`config.mk`:
```
export PLATFORM = sky130hd
export DESIGN_NAME = sram_dll_bringup
export DESIGN_NICKNAME = d
export VERILOG_FILES = /design/src/rtl/sram_pwr_pkg.sv /design/src/rtl/pwr_timer.sv /design/src/rtl/pwr_rail_seq.sv /design/src/rtl/sram_dll_bringup.sv
export SDC_FILE = /design/constraint.sdc
export NUM_CORES = 1
export LEC_CHECK = 0
export BUFFER_PORTS_ARGS = -buffer_cell sky130_fd_sc_hd__buf_2
export CAP_MARGIN = 20
export CORE_AREA = 2 2 112 60
export DETAILED_ROUTE_END_ITERATION = 16
export DIE_AREA = 0 0 114 62
export SKIP_CTS_REPAIR_TIMING = 1
export SLEW_MARGIN = 20
export SYNTH_ARGS = -nofsm -noshare
export SYNTH_HDL_FRONTEND = slang
export SYNTH_HIERARCHICAL = 1
export SYNTH_SLANG_ARGS = --single-unit
export TNS_END_PERCENT = 30
```
`constraint.sdc`:
```
create_clock -name clk -period 2.3 [get_ports clk]
set_clock_uncertainty 0.1 [all_clocks]
set_input_delay 0.46 -clock clk [delete_from_list [all_inputs] [get_ports clk]]
set_output_delay 0.46 -clock clk [all_outputs]
set_load 0.005 [all_outputs]
```
`src/rtl/sram_pwr_pkg.sv`:
```
`timescale 1ns/1ps
package sram_pwr_pkg;

  localparam int N_RAILS = 3;

  typedef enum logic [2:0] {
    ST_RAILS,
    ST_WAIT_CLK,
    ST_STOP,
    ST_LOCK,
    ST_READY,
    ST_FAULT
  } bring_st_t;

  typedef enum logic [1:0] {
    PH_ENABLE,
    PH_WAIT_PG,
    PH_SETTLE,
    PH_DONE
  } rail_ph_t;

  function automatic int ceil_div(input int num, input int den);
    return (num + den - 1) / den;
  endfunction

endpackage

```
`src/rtl/pwr_timer.sv`:
```
`timescale 1ns/1ps
module pwr_timer #(
  parameter int LIMIT = 16
) (
  input  logic clk,
  input  logic rst,
  input  logic clr,
  input  logic en,
  output logic last
);

  localparam int W = $clog2(LIMIT + 1);
  localparam logic [W-1:0] LAST = W'(LIMIT - 1);

  logic [W-1:0] cnt;

  always_ff @(posedge clk) begin
    if (rst || clr) begin
      cnt <= '0;
    end else if (en) begin
      cnt <= (cnt == LAST) ? '0 : cnt + 1'b1;
    end
  end

  assign last = (cnt == LAST);

  // the interval counter never runs past its terminal value
  a_r5_cnt_bound: assert property (@(posedge clk) disable iff (rst)
    cnt <= LAST);

endmodule

```
`src/rtl/pwr_rail_seq.sv`:
```
`timescale 1ns/1ps
module pwr_rail_seq
  import sram_pwr_pkg::*;
#(
  parameter int SETTLE_CYC  = 16,
  parameter bit REF_WITH_IO = 1'b0
) (
  input  logic               clk,
  input  logic               rst,
  input  logic [N_RAILS-1:0] rail_good,
  output logic [N_RAILS-1:0] rail_on,
  output logic               rails_up
);

  localparam int NSTEPS = REF_WITH_IO ? 2 : 3;
  localparam int SW     = $clog2(NSTEPS);
  localparam logic [SW-1:0] LAST_STEP = SW'(NSTEPS - 1);

  logic [SW-1:0]      step;
  rail_ph_t           ph;
  logic               settle_last;
  logic [N_RAILS-1:0] step_mask;

  generate
    if (REF_WITH_IO) begin : g_merged
      always_comb begin
        step_mask = (step == '0) ? 3'b001 : 3'b110;
      end
    end else begin : g_split
      always_comb begin
        step_mask = 3'b001 << step;
      end
    end
  endgenerate

  always_ff @(posedge clk) begin
    if (rst) begin
      step     <= '0;
      ph       <= PH_ENABLE;
      rail_on  <= '0;
      rails_up <= 1'b0;
    end else begin
      unique case (ph)
        PH_ENABLE: begin
          rail_on <= rail_on | step_mask;
          ph      <= PH_WAIT_PG;
        end
        PH_WAIT_PG: begin
          if ((rail_good & rail_on) == rail_on) ph <= PH_SETTLE;
        end
        PH_SETTLE: begin
          if (settle_last) begin
            if (step == LAST_STEP) begin
              ph       <= PH_DONE;
              rails_up <= 1'b1;
            end else begin
              step <= step + 1'b1;
              ph   <= PH_ENABLE;
            end
          end
        end
        default: ;
      endcase
    end
  end

  pwr_timer #(.LIMIT(SETTLE_CYC)) u_settle (
    .clk  (clk),
    .rst  (rst),
    .clr  (ph != PH_SETTLE),
    .en   (ph == PH_SETTLE),
    .last (settle_last)
  );

  // I/O rail never on without core rail
  a_r2_io_after_core: assert property (@(posedge clk) disable iff (rst)
    rail_on[1] |-> rail_on[0]);

  // reference rail never on without I/O rail
  a_r2_ref_after_io: assert property (@(posedge clk) disable iff (rst)
    rail_on[2] |-> rail_on[1]);

  // completion is only reported with every rail switched on
  a_r4_up_all_rails: assert property (@(posedge clk) disable iff (rst)
    rails_up |-> (rail_on == 3'b111));

endmodule

```
`src/rtl/sram_dll_bringup.sv`:
```
`timescale 1ns/1ps
module sram_dll_bringup
  import sram_pwr_pkg::*;
#(
  parameter int SETTLE_CYC    = 16,
  parameter int LOCK_CYC      = 1024,
  parameter int STOP_NS       = 30,
  parameter int CLK_PERIOD_PS = 5000,
  parameter bit REF_WITH_IO   = 1'b0
) (
  input  logic       clk,
  input  logic       rst,
  input  logic [2:0] rail_good,
  input  logic       clk_settled,
  input  logic       dll_pin_tied,
  input  logic       relock_req,
  input  logic       freq_in_range,
  output logic [2:0] rail_on,
  output logic       dll_enable,
  output logic       mclk_en,
  output logic       ready,
  output logic       fault
);

  localparam int STOP_CYC = ceil_div(STOP_NS * 1000, CLK_PERIOD_PS);

  bring_st_t st, nxt;
  logic      rails_up;
  logic      stop_last;
  logic      lock_last;

  pwr_rail_seq #(
    .SETTLE_CYC  (SETTLE_CYC),
    .REF_WITH_IO (REF_WITH_IO)
  ) u_rails (
    .clk       (clk),
    .rst       (rst),
    .rail_good (rail_good),
    .rail_on   (rail_on),
    .rails_up  (rails_up)
  );

  pwr_timer #(.LIMIT(STOP_CYC)) u_stop (
    .clk  (clk),
    .rst  (rst),
    .clr  (st != ST_STOP),
    .en   (1'b1),
    .last (stop_last)
  );

  pwr_timer #(.LIMIT(LOCK_CYC)) u_lock (
    .clk  (clk),
    .rst  (rst),
    .clr  ((st != ST_LOCK) || !clk_settled),
    .en   (1'b1),
    .last (lock_last)
  );

  always_comb begin
    nxt = st;
    unique case (st)
      ST_RAILS: begin
        if (rails_up) nxt = ST_WAIT_CLK;
      end
      ST_WAIT_CLK: begin
        if (!freq_in_range)   nxt = ST_FAULT;
        else if (clk_settled) nxt = dll_pin_tied ? ST_STOP : ST_LOCK;
      end
      ST_STOP: begin
        if (!freq_in_range)  nxt = ST_FAULT;
        else if (relock_req) nxt = ST_WAIT_CLK;
        else if (stop_last)  nxt = ST_LOCK;
      end
      ST_LOCK: begin
        if (!freq_in_range)                                 nxt = ST_FAULT;
        else if (relock_req || (!dll_pin_tied && !clk_settled)) nxt = ST_WAIT_CLK;
        else if (clk_settled && lock_last)                  nxt = ST_READY;
      end
      ST_READY: begin
        if (!freq_in_range)  nxt = ST_FAULT;
        else if (relock_req) nxt = ST_WAIT_CLK;
      end
      ST_FAULT: begin
        if (relock_req && freq_in_range) nxt = ST_WAIT_CLK;
      end
      default: nxt = ST_RAILS;
    endcase
  end

  always_ff @(posedge clk) begin
    if (rst) begin
      st         <= ST_RAILS;
      dll_enable <= 1'b0;
      mclk_en    <= 1'b0;
      ready      <= 1'b0;
      fault      <= 1'b0;
    end else begin
      st         <= nxt;
      dll_enable <= (nxt == ST_LOCK) || (nxt == ST_READY);
      mclk_en    <= (nxt == ST_WAIT_CLK) || (nxt == ST_LOCK) ||
                    (nxt == ST_READY) || (nxt == ST_FAULT);
      ready      <= (nxt == ST_READY);
      fault      <= (nxt == ST_FAULT);
    end
  end

  // DLL stays disabled until the rail sequencer reports completion
  a_r3_dll_off_in_rails: assert property (@(posedge clk) disable iff (rst)
    !rails_up |-> !dll_enable);

  // memory clock gated during rail power-up
  a_r4_clk_off_in_rails: assert property (@(posedge clk) disable iff (rst)
    !rails_up |-> !mclk_en);

  // ready only follows an enabled DLL
  a_r5_ready_after_dll: assert property (@(posedge clk) disable iff (rst)
    $rose(ready) |-> $past(dll_enable));

  // the memory clock is only ever stopped on the pin-tied path
  a_r6_stop_only_tied: assert property (@(posedge clk) disable iff (rst)
    $fell(mclk_en) |-> dll_pin_tied);

  // a relock request always leaves ready low in the next cycle
  a_r7_relock_drops_ready: assert property (@(posedge clk) disable iff (rst)
    relock_req |=> !ready);

  // low frequency blocks ready in the next cycle
  a_r8_low_freq_blocks: assert property (@(posedge clk) disable iff (rst)
    !freq_in_range |=> !ready);

  // fault and ready exclusive
  a_r8_fault_excl: assert property (@(posedge clk) disable iff (rst)
    !(ready && fault));

  // ready implies the whole power and clock chain is on
  a_r12_ready_chain: assert property (@(posedge clk) disable iff (rst)
    ready |-> (dll_enable && mclk_en && (rail_on == 3'b111)));

endmodule

```
-- After elaboration in Yosys (flattened, before gate mapping)
Cells that the tools add are included.
Widths: inputs -> output; s select.
- add/subtract/negate cells: 4
- eq/ne operators: 21
- shifts and indexed selects: 1
- multiplexer cells: 19
- bitwise gates (word level): 3
- reduce and logical (&&, ||, !) cells: 22
- operators by type and width (kind ; count):
    $mux 3 ; 12
    $pmux 3 s6 ; 1
    $eq 3x3->1 const B ; 5
    $add 11x1->11 const B ; 1
    $eq 11x10->1 const B ; 1
    $eq 3x2->1 const B ; 3
    $logic_or 1x1->1 ; 9
    $reduce_and 3->1 ; 3
    $eq 3x1->1 const B ; 2
    $mux 2 ; 3
    $ne 3x2->1 const B ; 2
    $pmux 2 s3 ; 1
    $add 5x1->5 const B ; 1
    $eq 5x4->1 const B ; 1
    $mux 5 ; 1
    $eq 2x2->1 const B ; 2
    $ne 2x1->1 const B ; 2
    $reduce_or 2->1 ; 2
    $add 3x1->3 const B ; 1
    $and 3x3->3 ; 1
    $eq 3x3->1 ; 1
    $logic_and 1x1->1 ; 3
    $logic_not 3->1 ; 1
    $or 3x3->3 ; 1
    9 further kinds ; 10
- register bits: 34
- input port bits: 9
- output and inout bits: 7
- word-level logic and storage cells: 82

-- Depth between registers and ports, before layout
- depth in word-level cells: 10
- depth in mapped cells: 7
- gate-level depth less buffers: 7

-- By module
The synthesis kept the hierarchy.
- by module, submodules not included (module ; instances ; cells each ; area an instance (µm²)):
    pwr_timer (u_lock) ; 1 ; 62 ; 546.8
    pwr_rail_seq ; 1 ; 48 ; 447.9
    sram_dll_bringup ; 1 ; 43 ; 394.1
    pwr_timer (u_rails.u_settle) ; 1 ; 24 ; 232.7
    pwr_timer (u_stop) ; 1 ; 14 ; 137.6

-- Worst setup path before layout
OpenSTA, ideal clock, no wires.
- path kind: reg-to-reg
- from: register u_lock.cnt[3]
- to: register ready
- library setup time: 0.073 ns
- data arrival time: 1.726 ns
- data required time: 2.127 ns
- path slack: 0.401 ns
- cell stages (with the launch flop): 6
- clock period less this slack: 1.899 ns
- path through: dfxtp_1 -> nand4_4 -> nor4_1 -> a311oi_1 -> a211oi_2 -> nor3b_2
- cells in the longest elaborated chain, start to end: 7
- ends and longest elaborated chain (item ; line ; text):
    from (decl) ; pwr_timer.sv:15 ; logic [W-1:0] cnt;
    from (signal assigned) ; pwr_timer.sv:21 ; cnt <= (cnt == LAST) ? '0 : cnt + 1'b1;
    $eq 11x10->1 ; pwr_timer.sv:25 ; assign last = (cnt == LAST);
    named net lock_last ; sram_dll_bringup.sv:30 ; logic lock_last;
    $logic_and 1x1->1 ; sram_dll_bringup.sv:77 ; else if (clk_settled && lock_last) nxt = ST_READY;
    $mux 3 ; sram_dll_bringup.sv:77 ;
    $mux 3 ; sram_dll_bringup.sv:76 ; else if (relock_req || (!dll_pin_tied && !clk_settled)) nxt = ST_WAIT_CLK;
    $mux 3 ; sram_dll_bringup.sv:75 ; if (!freq_in_range) nxt = ST_FAULT;
    $pmux 3 s6 ; sram_dll_bringup.sv:61 ; unique case (st)
    $eq 3x3->1 ; sram_dll_bringup.sv:102 ; ready <= (nxt == ST_READY);
    to (signal assigned) ; sram_dll_bringup.sv:102 ;
    to (decl) ; sram_dll_bringup.sv:21 ; output logic ready,
The timed path passes the listed nets, and every way through them passes these cells.
A chain may end at the register's enable or synchronous reset.

-- Worst setup path after layout
Same ends and word-level chain as after synthesis.

==> impl_metrics.env <==
export IMPL_worstPathMaxFanout=9
export IMPL_ys_top_cells_by_count="dfxtp_1, nor2_1, nand2_1, inv_1"
export IMPL_finalMaxSlewViolations=0
export IMPL_place_ws_ps=380
export IMPL_insertedDiodeCount=0
export IMPL_gp_congestion=0.858
export IMPL_synthToLayoutAreaGrowth_pct=18.4
export IMPL_netlist_instances=191
export IMPL_cts_tree="yes"
export IMPL_yosys_warnings=6
export IMPL_internal_power_mw=1.11
export IMPL_synthTopCellsByArea="dfxtp_1, ha_1, nor2_1"
export IMPL_multiInputGateArea_sq_um=1030
export IMPL_grt_pass1_wl_um=5640
export IMPL_seq_area_sq_um=681
export IMPL_criticalPathCategory="reg2reg"
export IMPL_worstPathCellList="nand4_4, nor4_1, buf_4, a311oi_1, a211oi_2, nor3b_2"
export IMPL_cp_startpoint="u_lock/cnt[3]"
export IMPL_vias=1418
export IMPL_maxCapViolations=0
export IMPL_hold_ws_ps=353
export IMPL_hold_viol_final=0
export IMPL_overflow=0
export IMPL_syn_area_sq_um=1760
export IMPL_grt_max_degree=22
export IMPL_tns_ps=0
export IMPL_wirelength_um=3510
export IMPL_synth_compound_area_frac=0.175
export IMPL_yosysSeqAreaShare=0.387
export IMPL_peakVddDrop_uv=360
export IMPL_slew_headroom=0.540
export IMPL_synthMuxAreaShare=0.0114
export IMPL_p_sw_mw=0.346
export IMPL_worstMarginPinSlew_ps=683
export IMPL_setup_worst_path_end="ready"
export IMPL_fin_crit_ps=1950
export IMPL_drive_above_1_share=0.167
export IMPL_switching_share=0.237
export IMPL_synth_most_common_cell="dfxtp_1"
export IMPL_core_area_sq_um=6250
export IMPL_reg2reg_depth=6
export IMPL_wl_per_cell_um=11.9
export IMPL_synth_area_leader_cell="dfxtp_1"
export IMPL_fin_crit_sh=0.848
export IMPL_placed_area_sq_um=1940
export IMPL_power_frac_comb=0.115
export IMPL_leakage_nw=0.788
export IMPL_antenna_found_initial=0
export IMPL_fp_dieW_um=114
export IMPL_rows=21
export IMPL_grt_pass1_vias=1175
export IMPL_async_flop_share=0
export IMPL_p_seq_frac=0.430
export IMPL_cp_num_buf_inv=1
export IMPL_grt_usage=0.102
export IMPL_startpoint_type="flip-flop"
export IMPL_stdcell_area_sq_um=2080
export IMPL_drtIter0Drc=52
export IMPL_ios=16
export IMPL_hp_class="reg2reg"
export IMPL_dp_hpwl_um=2570
export IMPL_critPathMaxStageDelay_ps=450
export IMPL_yosys_most_used_dff="dfxtp_1"
export IMPL_synthAdderAreaFrac=0.0640
export IMPL_die_area_sq_um=7070
export IMPL_numPortBuffers=15
export IMPL_cts_sinks=34
export IMPL_p_per_area_nw_per_um2=700
export IMPL_setup_violations=0
export IMPL_synth_top_family_by_area="simple AND/OR/NAND/NOR gates"
export IMPL_clk_path_buf_depth=2
export IMPL_synth_edf_count=0
export IMPL_required_ps=2400
export IMPL_die_h_um=62
export IMPL_max_freq_ghz=0.513
export IMPL_ys_types=59
export IMPL_final_nets=233
export IMPL_cts_buffers=5
export IMPL_clockPowerShare=0.455
export IMPL_cpMaxStageDelayCell="dfxtp_1"
export IMPL_critPathArrivalTime_ps=2050
export IMPL_n_fill_cell=656
export IMPL_drc_errors=0
export IMPL_end_kind="flip-flop"
export IMPL_synth_xor_area_frac=0.0299
export IMPL_critPathTopFamily="simple AND/OR/NAND/NOR gates"
export IMPL_stdcell_count=296
export IMPL_viasPerCell=4.79
export IMPL_reg2reg_slack_ps=350
export IMPL_crit_cells=6
export IMPL_cts_clk_slew_worst_paths_ps=50
export IMPL_setup_ws_ps=350
export IMPL_worstReg2RegEnd="ready"
export IMPL_placed_cells=288
export IMPL_syn_avg_cell_area_sq_um=9.21
export IMPL_htree_levels=2
export IMPL_yosys_area_share_simple=0.293
export IMPL_synth_top_area_share=0.387
export IMPL_ant_nets=0
export IMPL_synth_ff_latch_count=34
export IMPL_start_util=0.281
export IMPL_first_pass_iters=4
export IMPL_cts_root_buf="clkbuf_16"
export IMPL_insertion_delay_ps=270
export IMPL_outcome="completed"
export IMPL_rsz0062_at_grt="false"
export IMPL_r2r_start="u_lock/cnt[3]"
-- area by class of cell --
| class | instances | share of cell area |
|---|---|---|
| clock buffer | 7 | 0.0685 |
| sequential | 34 | 0.327 |
| timing repair buffer | 16 | 0.0396 |
| inverter | 11 | 0.0198 |
| clock inverter | 1 | 0.00240 |
| multi-input combinational | 147 | 0.495 |
| tap | 80 | 0.0480 |
-- cell families after synthesis --
group	after synthesis
other cells	1
flops	34
buf+inv	15
fa+ha+maj	9
simple gates	82
xor+xnor	6
compound gates	42
mux	2
-- per-layer routing --
metal  part of all wire  wire length [um]  global-route usage
met5                  0                 0                   0
met4             0.0083                29              0.0314
met3              0.065               228              0.0407
met2               0.36              1270               0.128
met1               0.56              1980               0.155
-- registers in the layout (all words and copies together), names as in the netlist, 2 cells and up --
register / flops
st: 3
u_rails/step: 2
u_lock/cnt: 11
u_rails/rail_on: 3
u_stop/cnt: 3
u_rails/ph: 2
u_rails/u_settle/cnt: 5
-- power by group through the flow --
| stage | logic (mW) | registers [mW] | clock network, mW |
|---|---|---|---|
| final | 0.168 | 0.627 | 0.662 |
| after global routing | 0.191 | 0.629 | 0.702 |
| after CTS | 0.166 | 0.626 | 0.680 |
| after detailed placement | 0.166 | 0.638 | 0 |
| after global placement | 0.165 | 0.639 | 0 |
| after floorplan | 0.126 | 0.634 | 0 |
-- tightest hold or removal path, cell delays in order (launching register included) --
cell and delay, ps:
dfxtp_1 310, nand2_1 60, a41oi_1 40
-- per-stage QoR --
stage                      util  total power, mW
after floorplan               -            0.760
after global placement    0.310            0.804
after detailed placement  0.310            0.804
after CTS                 0.333             1.47
after global routing      0.333             1.52
final                     0.333             1.46
-- worst min path at each step --
stage                                  startpoint  slack (ps)                      end  depth (start not counted)
final                     u_rails/u_settle/cnt[4]         350  u_rails/u_settle/cnt[4]                          2
after global routing      u_rails/u_settle/cnt[4]         380  u_rails/u_settle/cnt[4]                          2
after detailed placement  u_rails/u_settle/cnt[4]         340  u_rails/u_settle/cnt[4]                          2
after floorplan           u_rails/u_settle/cnt[4]         320  u_rails/u_settle/cnt[4]                          2
after global placement    u_rails/u_settle/cnt[4]         340  u_rails/u_settle/cnt[4]                          2
after CTS                 u_rails/u_settle/cnt[4]         350  u_rails/u_settle/cnt[4]                          2
-- layout by cell type, fill, tap and decap left out, drive strengths merged, types with 4 or more instances in the layout --
cell type,count
a21oi,9
nor3b,4
inv,11
nand2,12
nand2b,7
o21ai,7
ha,9
dfxtp,34
nand4,6
clkbuf,7
xor2,4
nor3,7
nor2,16
nand3,5
conb,6
buf,16
Power figures use the tool's default switching activity.
